**src/rtl/smi_pkg.sv**
```systemverilog
package smi_pkg;

    typedef enum logic [1:0] {
        MODE_PULSE    = 2'd0,
        MODE_LEVEL_TO = 2'd1,
        MODE_LEVEL    = 2'd2
    } smi_mode_e;

    localparam logic [1:0] ADDR_CTRL = 2'd0;
    localparam logic [1:0] ADDR_INTV = 2'd1;
    localparam logic [1:0] ADDR_STAT = 2'd2;

    localparam int CTRL_HOLD_BIT = 0;
    localparam int CTRL_TMO_BIT  = 1;
    localparam int CTRL_POL_BIT  = 2;

    function automatic smi_mode_e decode_mode(input logic hold, input logic tmo);
        if (hold)
            return MODE_LEVEL;
        else if (tmo)
            return MODE_LEVEL_TO;
        else
            return MODE_PULSE;
    endfunction

endpackage

```
**src/rtl/smi_srcs.sv**
```systemverilog
module smi_srcs #(
    parameter int NUM_EVT = 4,
    localparam int NS     = NUM_EVT + 1
) (
    input  logic               clk,
    input  logic               rst_n,
    input  logic [NUM_EVT-1:0] evt_req,
    input  logic               ext_irq,
    output logic [NS-1:0]      set_vec
);

    typedef struct packed {
        logic ext_prev;
    } src_t;

    src_t st_d, st_q;

    always_comb begin
        st_d          = st_q;
        st_d.ext_prev = ext_irq;
        for (int i = 0; i < NUM_EVT; i++) begin
            set_vec[i] = evt_req[i];
        end
        set_vec[NUM_EVT] = ext_irq & ~st_q.ext_prev;
    end

    always_ff @(posedge clk or negedge rst_n) begin
        if (!rst_n) st_q <= '0;
        else        st_q <= st_d;
    end

endmodule

```
**src/rtl/smi_regs.sv**
```systemverilog
module smi_regs #(
    parameter int NS = 5,
    parameter int DW = 8
) (
    input  logic          clk,
    input  logic          rst_n,
    input  logic          wr_en,
    input  logic [1:0]    wr_addr,
    input  logic [DW-1:0] wr_data,
    input  logic [1:0]    rd_addr,
    input  logic [NS-1:0] set_vec,
    output logic          ctrl_hold,
    output logic          ctrl_tmo,
    output logic          ctrl_pol,
    output logic [DW-1:0] intv,
    output logic [NS-1:0] stat,
    output logic [DW-1:0] rd_data
);
    import smi_pkg::*;

    typedef struct packed {
        logic          hold;
        logic          tmo;
        logic          pol;
        logic [DW-1:0] intv;
        logic [NS-1:0] stat;
    } reg_t;

    reg_t r_d, r_q;
    logic [NS-1:0] clr_vec;
    logic [NS-1:0] stat_nxt;

    // one status cell per source: a set in the same cycle beats a clear
    for (genvar g = 0; g < NS; g++) begin : g_stat
        assign stat_nxt[g] = set_vec[g] | (r_q.stat[g] & ~clr_vec[g]);
    end

    always_comb begin
        r_d     = r_q;
        clr_vec = '0;
        if (wr_en) begin
            unique case (wr_addr)
                ADDR_CTRL: begin
                    r_d.hold = wr_data[CTRL_HOLD_BIT];
                    r_d.tmo  = wr_data[CTRL_TMO_BIT];
                    r_d.pol  = wr_data[CTRL_POL_BIT];
                end
                ADDR_INTV: r_d.intv = wr_data;
                ADDR_STAT: clr_vec  = wr_data[NS-1:0];
                default: ;
            endcase
        end
        r_d.stat = stat_nxt;
    end

    always_ff @(posedge clk or negedge rst_n) begin
        if (!rst_n) r_q <= '0;
        else        r_q <= r_d;
    end

    always_comb begin
        rd_data = '0;
        unique case (rd_addr)
            ADDR_CTRL: begin
                rd_data[CTRL_HOLD_BIT] = r_q.hold;
                rd_data[CTRL_TMO_BIT]  = r_q.tmo;
                rd_data[CTRL_POL_BIT]  = r_q.pol;
            end
            ADDR_INTV: rd_data         = r_q.intv;
            ADDR_STAT: rd_data[NS-1:0] = r_q.stat;
            default: ;
        endcase
    end

    assign ctrl_hold = r_q.hold;
    assign ctrl_tmo  = r_q.tmo;
    assign ctrl_pol  = r_q.pol;
    assign intv      = r_q.intv;
    assign stat      = r_q.stat;

endmodule

```
**src/rtl/smi_timer.sv**
```systemverilog
module smi_timer #(
    parameter int TICK_DIV = 4,
    parameter int DW       = 8,
    localparam int PW      = (TICK_DIV > 1) ? $clog2(TICK_DIV) : 1
) (
    input  logic          clk,
    input  logic          rst_n,
    input  logic          start,
    input  logic          run,
    input  logic [DW-1:0] load_val,
    output logic          expire,
    output logic [DW-1:0] cnt_o
);

    localparam logic [PW-1:0] LAST = PW'(TICK_DIV - 1);

    typedef struct packed {
        logic [PW-1:0] presc;
        logic [DW-1:0] cnt;
    } tmr_t;

    tmr_t t_d, t_q;
    logic tick;
    logic last_tick;

    always_comb begin
        t_d       = t_q;
        tick      = run && (t_q.presc == LAST);
        last_tick = (t_q.cnt <= DW'(1));
        expire    = tick && last_tick;
        if (start) begin
            t_d.presc = '0;
            t_d.cnt   = load_val;
        end else if (run) begin
            if (tick) begin
                t_d.presc = '0;
                t_d.cnt   = last_tick ? '0 : t_q.cnt - DW'(1);
            end else begin
                t_d.presc = t_q.presc + PW'(1);
            end
        end
    end

    always_ff @(posedge clk or negedge rst_n) begin
        if (!rst_n) t_q <= '0;
        else        t_q <= t_d;
    end

    assign cnt_o = t_q.cnt;

endmodule

```
**src/rtl/smi_gen.sv**
```systemverilog
module smi_gen #(
    parameter int NUM_EVT  = 4,
    parameter int TICK_DIV = 4,
    parameter int DW       = 8,
    localparam int NS      = NUM_EVT + 1
) (
    input  logic               clk,
    input  logic               rst_n,
    input  logic [NUM_EVT-1:0] evt_req,
    input  logic               ext_irq,
    input  logic               wr_en,
    input  logic [1:0]         wr_addr,
    input  logic [DW-1:0]      wr_data,
    input  logic [1:0]         rd_addr,
    output logic [DW-1:0]      rd_data,
    output logic               smi_o
);
    import smi_pkg::*;

    logic [NS-1:0] set_vec;
    logic [NS-1:0] stat;
    logic [DW-1:0] intv;
    logic [DW-1:0] tmr_cnt;
    logic          ctrl_hold, ctrl_tmo, ctrl_pol;
    logic          start, expire;
    smi_mode_e     mode;

    typedef struct packed {
        logic active;
    } ctl_t;

    ctl_t c_d, c_q;

    smi_srcs #(.NUM_EVT(NUM_EVT)) u_srcs (
        .clk     (clk),
        .rst_n   (rst_n),
        .evt_req (evt_req),
        .ext_irq (ext_irq),
        .set_vec (set_vec)
    );

    smi_regs #(.NS(NS), .DW(DW)) u_regs (
        .clk       (clk),
        .rst_n     (rst_n),
        .wr_en     (wr_en),
        .wr_addr   (wr_addr),
        .wr_data   (wr_data),
        .rd_addr   (rd_addr),
        .set_vec   (set_vec),
        .ctrl_hold (ctrl_hold),
        .ctrl_tmo  (ctrl_tmo),
        .ctrl_pol  (ctrl_pol),
        .intv      (intv),
        .stat      (stat),
        .rd_data   (rd_data)
    );

    smi_timer #(.TICK_DIV(TICK_DIV), .DW(DW)) u_tmr (
        .clk      (clk),
        .rst_n    (rst_n),
        .start    (start),
        .run      (c_q.active),
        .load_val (intv),
        .expire   (expire),
        .cnt_o    (tmr_cnt)
    );

    always_comb begin
        c_d   = c_q;
        mode  = decode_mode(ctrl_hold, ctrl_tmo);
        start = !c_q.active && (|set_vec);
        if (start) begin
            c_d.active = 1'b1;
        end else if (c_q.active) begin
            unique case (mode)
                MODE_LEVEL: begin
                    if (stat == '0 && set_vec == '0) c_d.active = 1'b0;
                end
                MODE_LEVEL_TO: begin
                    if (expire || (stat == '0 && set_vec == '0)) c_d.active = 1'b0;
                end
                default: begin
                    if (expire) c_d.active = 1'b0;
                end
            endcase
        end
    end

    always_ff @(posedge clk or negedge rst_n) begin
        if (!rst_n) c_q <= '0;
        else        c_q <= c_d;
    end

    assign smi_o = ctrl_pol ? c_q.active : ~c_q.active;

endmodule

```
**config.mk**
```make
export PLATFORM = sky130hd
export DESIGN_NAME = smi_gen
export DESIGN_NICKNAME = d
export VERILOG_FILES = /design/src/rtl/smi_pkg.sv /design/src/rtl/smi_srcs.sv /design/src/rtl/smi_regs.sv /design/src/rtl/smi_timer.sv /design/src/rtl/smi_gen.sv
export SDC_FILE = /design/constraint.sdc
export NUM_CORES = 1
export LEC_CHECK = 0
export ABC_AREA = 1
export BUFFER_PORTS_ARGS = -buffer_cell sky130_fd_sc_hd__buf_2
export CAP_MARGIN = 20
export CELL_PAD_IN_SITES_DETAIL_PLACEMENT = 1
export CELL_PAD_IN_SITES_GLOBAL_PLACEMENT = 2
export CORE_MARGIN = 1
export CORE_UTILIZATION = 34
export CTS_CLUSTER_SIZE = 30
export DETAILED_ROUTE_END_ITERATION = 8
export PLACE_DENSITY = 0.88
export SKIP_CTS_REPAIR_TIMING = 1
export SYNTH_ARGS = -nofsm -noshare
export SYNTH_HDL_FRONTEND = slang
export SYNTH_HIERARCHICAL = 1
export SYNTH_SLANG_ARGS = --single-unit
```
**constraint.sdc**
```tcl
create_clock -name clk -period 2.8 [get_ports clk]
set_input_delay 0.56 -clock clk [delete_from_list [all_inputs] [get_ports clk]]
set_output_delay 0.56 -clock clk [all_outputs]
set_load 0.05 [all_outputs]
```
==> results of run 1 <==
## metal layers
layer  GRT usage  vias to the layer above  part of all wire
met1       0.236                      739              0.49
met2       0.303                       18              0.48
met4      0.0617                        0             0.014
met5           0                        -                 0
met3      0.0198                        5             0.016
li1            -                      830                 -
## cell usage in the layout, fill, tap and decap left out
master / n
o21ai_0: 6
nand4_1: 3
xor2_1: 1
ha_1: 7
inv_1: 56
o21ai_1: 1
dfrtp_1: 28
o21ai_2: 8
nor2_1: 13
inv_2: 4
nand3_1: 16
nand2_2: 3
nor2_4: 2
nand3_4: 1
a21oi_1: 3
clkbuf_8: 3
nand2_1: 99
nor3_1: 1
buf_2: 28
bufinv_16: 1
nor2_2: 4
xnor2_1: 2
nand2_4: 1
## registers in the layout (all words and copies together), names as in the netlist
name and flops:
u_srcs/st_q 1, u_regs/stat 5, u_regs/ctrl_hold 1, u_tmr/cnt_o 8, u_tmr/t_q 2, u_regs/ctrl_pol 1, c_q 1, u_regs/intv 8
u_regs/ctrl_tmo 1
## how the worst max path moves through the flow
| stage | start | to | slack, ns |
|---|---|---|---|
| 2_1_floorplan | rd_addr[1] | rd_data[4] | 0.51 |
| 3_3_place_gp | rd_addr[1] | rd_data[2] | 0.62 |
| 3_5_place_dp | rd_addr[1] | rd_data[2] | 0.58 |
| 4_1_cts | rd_addr[1] | rd_data[2] | 0.58 |
| 5_1_grt | rd_addr[1] | rd_data[2] | 0.47 |
| 6_report | rd_addr[1] | rd_data[2] | 0.58 |
## layout make-up
class,instances,area (µm²),share of cell area
inverter,60,225,0.108
timing repair buffer,28,140,0.0674
sequential,28,701,0.337
tap,70,87.6,0.0421
clock buffer,3,41.3,0.0199
clock inverter,1,30.0,0.0144
multi-input combinational,171,853,0.411
## critical path: stages
cell and delay (ns):
buf_2 0.12, inv_1 0.07, ha_1 0.35, nand2_1 0.09, nand3_1 0.10, nand2_1 0.07, inv_1 0.05, buf_2 0.25
## power by group through the flow
stage / registers [mW] / logic (mW) / clock network, mW
2_1_floorplan: 0.595 / 0.617 / 0
3_3_place_gp: 0.624 / 0.751 / 0
3_5_place_dp: 0.628 / 0.776 / 0
4_1_cts: 0.620 / 0.782 / 0.342
5_1_grt: 0.630 / 0.900 / 0.351
6_report: 0.618 / 0.772 / 0.326
## metrics by stage
stage / std cells / total power, mW / utilization
final: 361 / 1.72 / 0.402
after global routing: 361 / 1.88 / 0.402
after CTS: 361 / 1.74 / 0.402
after detailed placement: 357 / 1.40 / 0.388
after global placement: 357 / 1.38 / 0.388
after floorplan: 267 / 1.21 / -
==> run metrics, run 1 <==
status=completed; total CTS buffers=3; pin count of the biggest net entering global routing=29; Cell Area, Synth=1840 µm²; clock buffer depth=2; CTS tree=done; GRT Total Usage=0.178; sw frac=0.440; DPL Wire Length=3590 µm; I/O Buffers=28; Syn. warnings=6; Post-Route Skew=just over 0.004 ns; CTS H-tree lvls=1; critical path arrival=1.66 ns; routed wire length=4470 µm; Min-Delay Path Class=input port to async pin; Pleak=1.22 nW; DRC=0; Vias=1592; FF-to-FF setup slack=1.01 ns; initial cell density of the core=0.356; crit path time final=2.22 ns; 1st-pass router iterations=4; DIE HEIGHT=75.6 µm; setup_tns=0 ns; Area after DPL=2010 µm²; Area Growth Syn to Fin=12.8%; number of cells on the worst reg-to-reg path=12; gr ovfl total=0; DRT iter0 DRCs=59; post-route ant nets=0; CP Data Required Time=2.24 ns; Clk pin slew, worst setup/hold paths=approximately 0.1 ns; Max Cap Viol=0; Worst setup SP type=input port; fin crit share=0.792; NumNets Final=319; Max Clock Freq=451 MHz; clock insertion delay at the later pin of the skew report=0.28 ns; Syn Area/Cell=between 6 and 7 µm²; design area=2080 µm²; critical path class=input port to output pin; CTS Sinks=28; vias in the first global route=1570; io pins=29; layout cells sized above 1=0.189; max_slew headroom=0.562; Comb pwr share=0.450; Power per Cell Area=~830 nW/µm²; initial antenna violation count=0; CP max FO=8; DR vias/cell=4.41; P_sw=0.755 mW; Worst R2R End=u_tmr/cnt_o[2]$_DFFE_PN0P_; Pins Over Slew Limit=0; routability cong.=0.731; Power Internal=0.962 mW; Die W=~76 µm; maximum VDD drop=about 0.00029 V; pre-CTS setup slack=0.578 ns; Post-Syn Nets=294; final setup fails=0; site row count=26; Fill cells=approximately 680; Hold Fails Final Rpt=0; clock share of power=0.190; R2R Path Start=u_srcs/st_q$_DFF_PN0_; core area=5170 µm²; post-synthesis cell count=267; Seq pwr share=0.360; PnR worst setup slack=0.582 ns; wire per inst=12.4 µm; RSZ-0062 raised after global routing=false; first-pass GRT wire length=7310 µm; total die area=5720 µm²; CP endpoint kind=output pin; antenna cells=0; actual slew at the worst max-slew pin=0.658 ns; hold_ws=approximately 0.29 ns; clock root cell=clkbuf_8
No activity file was read; power rests on OpenSTA's default activity.
==> inputs of run 2 (changes only) <==
--- a/config.mk
+++ b/config.mk
@@ -11,10 +11,10 @@
 export CELL_PAD_IN_SITES_DETAIL_PLACEMENT = 1
 export CELL_PAD_IN_SITES_GLOBAL_PLACEMENT = 2
 export CORE_MARGIN = 1
-export CORE_UTILIZATION = 34
+export CORE_UTILIZATION = 31
 export CTS_CLUSTER_SIZE = 30
 export DETAILED_ROUTE_END_ITERATION = 8
-export PLACE_DENSITY = 0.88
+export PLACE_DENSITY = 0.81
 export SKIP_CTS_REPAIR_TIMING = 1
 export SYNTH_ARGS = -nofsm -noshare
 export SYNTH_HDL_FRONTEND = slang
==> constraint.sdc (replaced) <==
create_clock -name clk -period 2.2 [get_ports clk]
set_input_delay 0.44 -clock clk [delete_from_list [all_inputs] [get_ports clk]]
set_output_delay 0.44 -clock clk [all_outputs]
set_load 0.05 [all_outputs]
==> run metrics, run 2 (same netlist as run 1, synthesis figures left out) <==
most common cell after layout, fill and taps aside=nand2_1; vias in the first global route=1596 (+1.7%); routability cong.=0.713 (-2.5%); clock insertion delay at the later pin of the skew report=0.28 ns (about the same); GRT Total Usage=0.153 (-0.0253); CP Data Required Time=1.76 ns (-0.48 ns); Clk pin slew, worst setup/hold paths=0.10 ns (about the same); layout cells sized above 1=0.192 (+0.00278); fin util=0.372 (-0.0294); gr ovfl total=0 (unchanged); CTS tree=done; hold_ws=0.177 ns (-0.115 ns); routed wire length=4190 µm (-6.2%); Area Growth Syn to Fin=13.4%; status=completed; critical path class=input port to output pin; GR Util met1=0.209 (-0.0269); clock buffer depth=2 (unchanged); total die area=6250 µm² (+9.4%); CP max stage delay=0.33 ns (-0.02 ns); fin crit share=0.888; DR vias/cell=4.37 (-1.0%); initial cell density of the core=0.328 (-0.0276); 1st-pass router iterations=4 (unchanged); setup_tns=0 ns (unchanged); DRT iter0 DRCs=37 (-37%); GRT met3 Usage=0.0172 (-0.00260); GRT busiest layer=met2; first-pass GRT wire length=7400 µm (+1.2%); Die W=79.1 µm (+4.6%); most frequent cells in the layout=99 x nand2_1, 56 x inv_1, 28 x dfrtp_1, 28 x buf_2, 16 x nand3_1; CTS Sinks=28 (unchanged); CP most frequent cell=buf_2; Pins Over Slew Limit=0 (unchanged); Min-Delay Path Class=input port to async pin; site row count=27 (+3.8%); max_slew headroom=0.558 (-0.00315); crit path time final=1.95 ns; total CTS buffers=3 (unchanged); wire per inst=11.5 µm (-7.0%); io pins=29 (unchanged); clock root cell=clkbuf_8; core area=5610 µm² (+8.4%); critical path arrival=1.51 ns (-0.15 ns); DRC=0 (unchanged); Power per Cell Area=1030 nW/µm² (+25%); RSZ-0062 raised after global routing=false; pin count of the biggest net entering global routing=29 (unchanged); Layout Cells excl Fill=364 (+0.83%); Pleak=1.23 nW (+0.44%); post-route ant nets=0 (unchanged); antenna cells=0 (unchanged); CP max FO=8 (unchanged); CP endpoint kind=output pin; CP max-delay cell=ha_1; Post-Route Skew=0.00731 ns (+0.00327 ns); worst path cell trace=buf_2, inv_1, ha_1, nand2_1, a21oi_1, buf_2; Worst setup SP type=input port; actual slew at the worst max-slew pin=0.662 ns (+0.00472 ns); Max Clock Freq=512 MHz; initial antenna violation count=0 (unchanged); NumNets Final=320 (+0.31%); Hold Fails Final Rpt=0 (unchanged); final setup fails=0 (unchanged); maximum VDD drop=0.000349 V (+21%); DIE HEIGHT=79.1 µm (+4.6%); CTS H-tree lvls=1 (unchanged); DPL Wire Length=3380 µm (-5.9%); met2 usage=0.255 (-0.0474); Max Cap Viol=0 (unchanged); Vias=1589 (-0.19%); Tot Pwr=2.16 mW (+26%); I/O Buffers=28 (unchanged); # placed instances=360 (+0.84%)
run 2: final timing paths:
| path | to | from | cells past startpoint | slack (ns) |
|---|---|---|---|---|
| max | rd_data[3] | rd_addr[1] | 6 | 0.25 |
| min | u_regs/intv[6]$_DFFE_PN0P_ | rst_n | 1 | 0.18 |
| max reg2reg | c_q$_DFF_PN0_ | u_tmr/cnt_o[0]$_DFFE_PN0P_ | 11 | 0.70 |
| min reg2reg | u_regs/stat[4]$_DFF_PN0_ | u_srcs/st_q$_DFF_PN0_ | 3 | 0.51 |
| max in group asynchronous | u_regs/stat[1]$_DFF_PN0_ | rst_n | 1 | 1.58 |
| min in group clk | u_srcs/st_q$_DFF_PN0_ | ext_irq | 1 | 0.28 |
run 2: final cells by class:
cell class                      count  area [µm²]
Fill cell                         752        3520
Tap cell                           72        90.1
Inverter                           60         225
Clock buffer                        3        41.3
Sequential cell                    28         701
Clock inverter                      1        30.0
Multi-Input combinational cell    171         853
Timing Repair Buffer               29         148
run 2: metrics by stage:
step,cell area (µm²),setup WS [ns]
2_1_floorplan,1840,0.152
3_3_place_gp,2020,0.261
3_5_place_dp,2020,0.233
4_1_cts,2090,0.233
5_1_grt,2090,0.125
6_report,2090,0.246
run 2: where the power goes:
| part | switching [mW] | internal, mW |
|---|---|---|
| Sequential | 0.140 | 0.648 |
| Combinational | 0.620 | 0.339 |
| Clock | 0.165 | 0.244 |
| Total | 0.925 | 1.23 |
run 2: worst max-delay path: cells and delay by family:
kind            cells  cell delay (ns)
buf+inv             3             0.48
fa+ha+maj           1             0.33
compound gates      1             0.16
simple gates        1             0.11
run 2: layer usage:
layer  vias up  part of all wire
met5         -                 0
met4         0            0.0081
met3         4             0.021
met2        18              0.47
met1       727              0.50
li1        840                 -
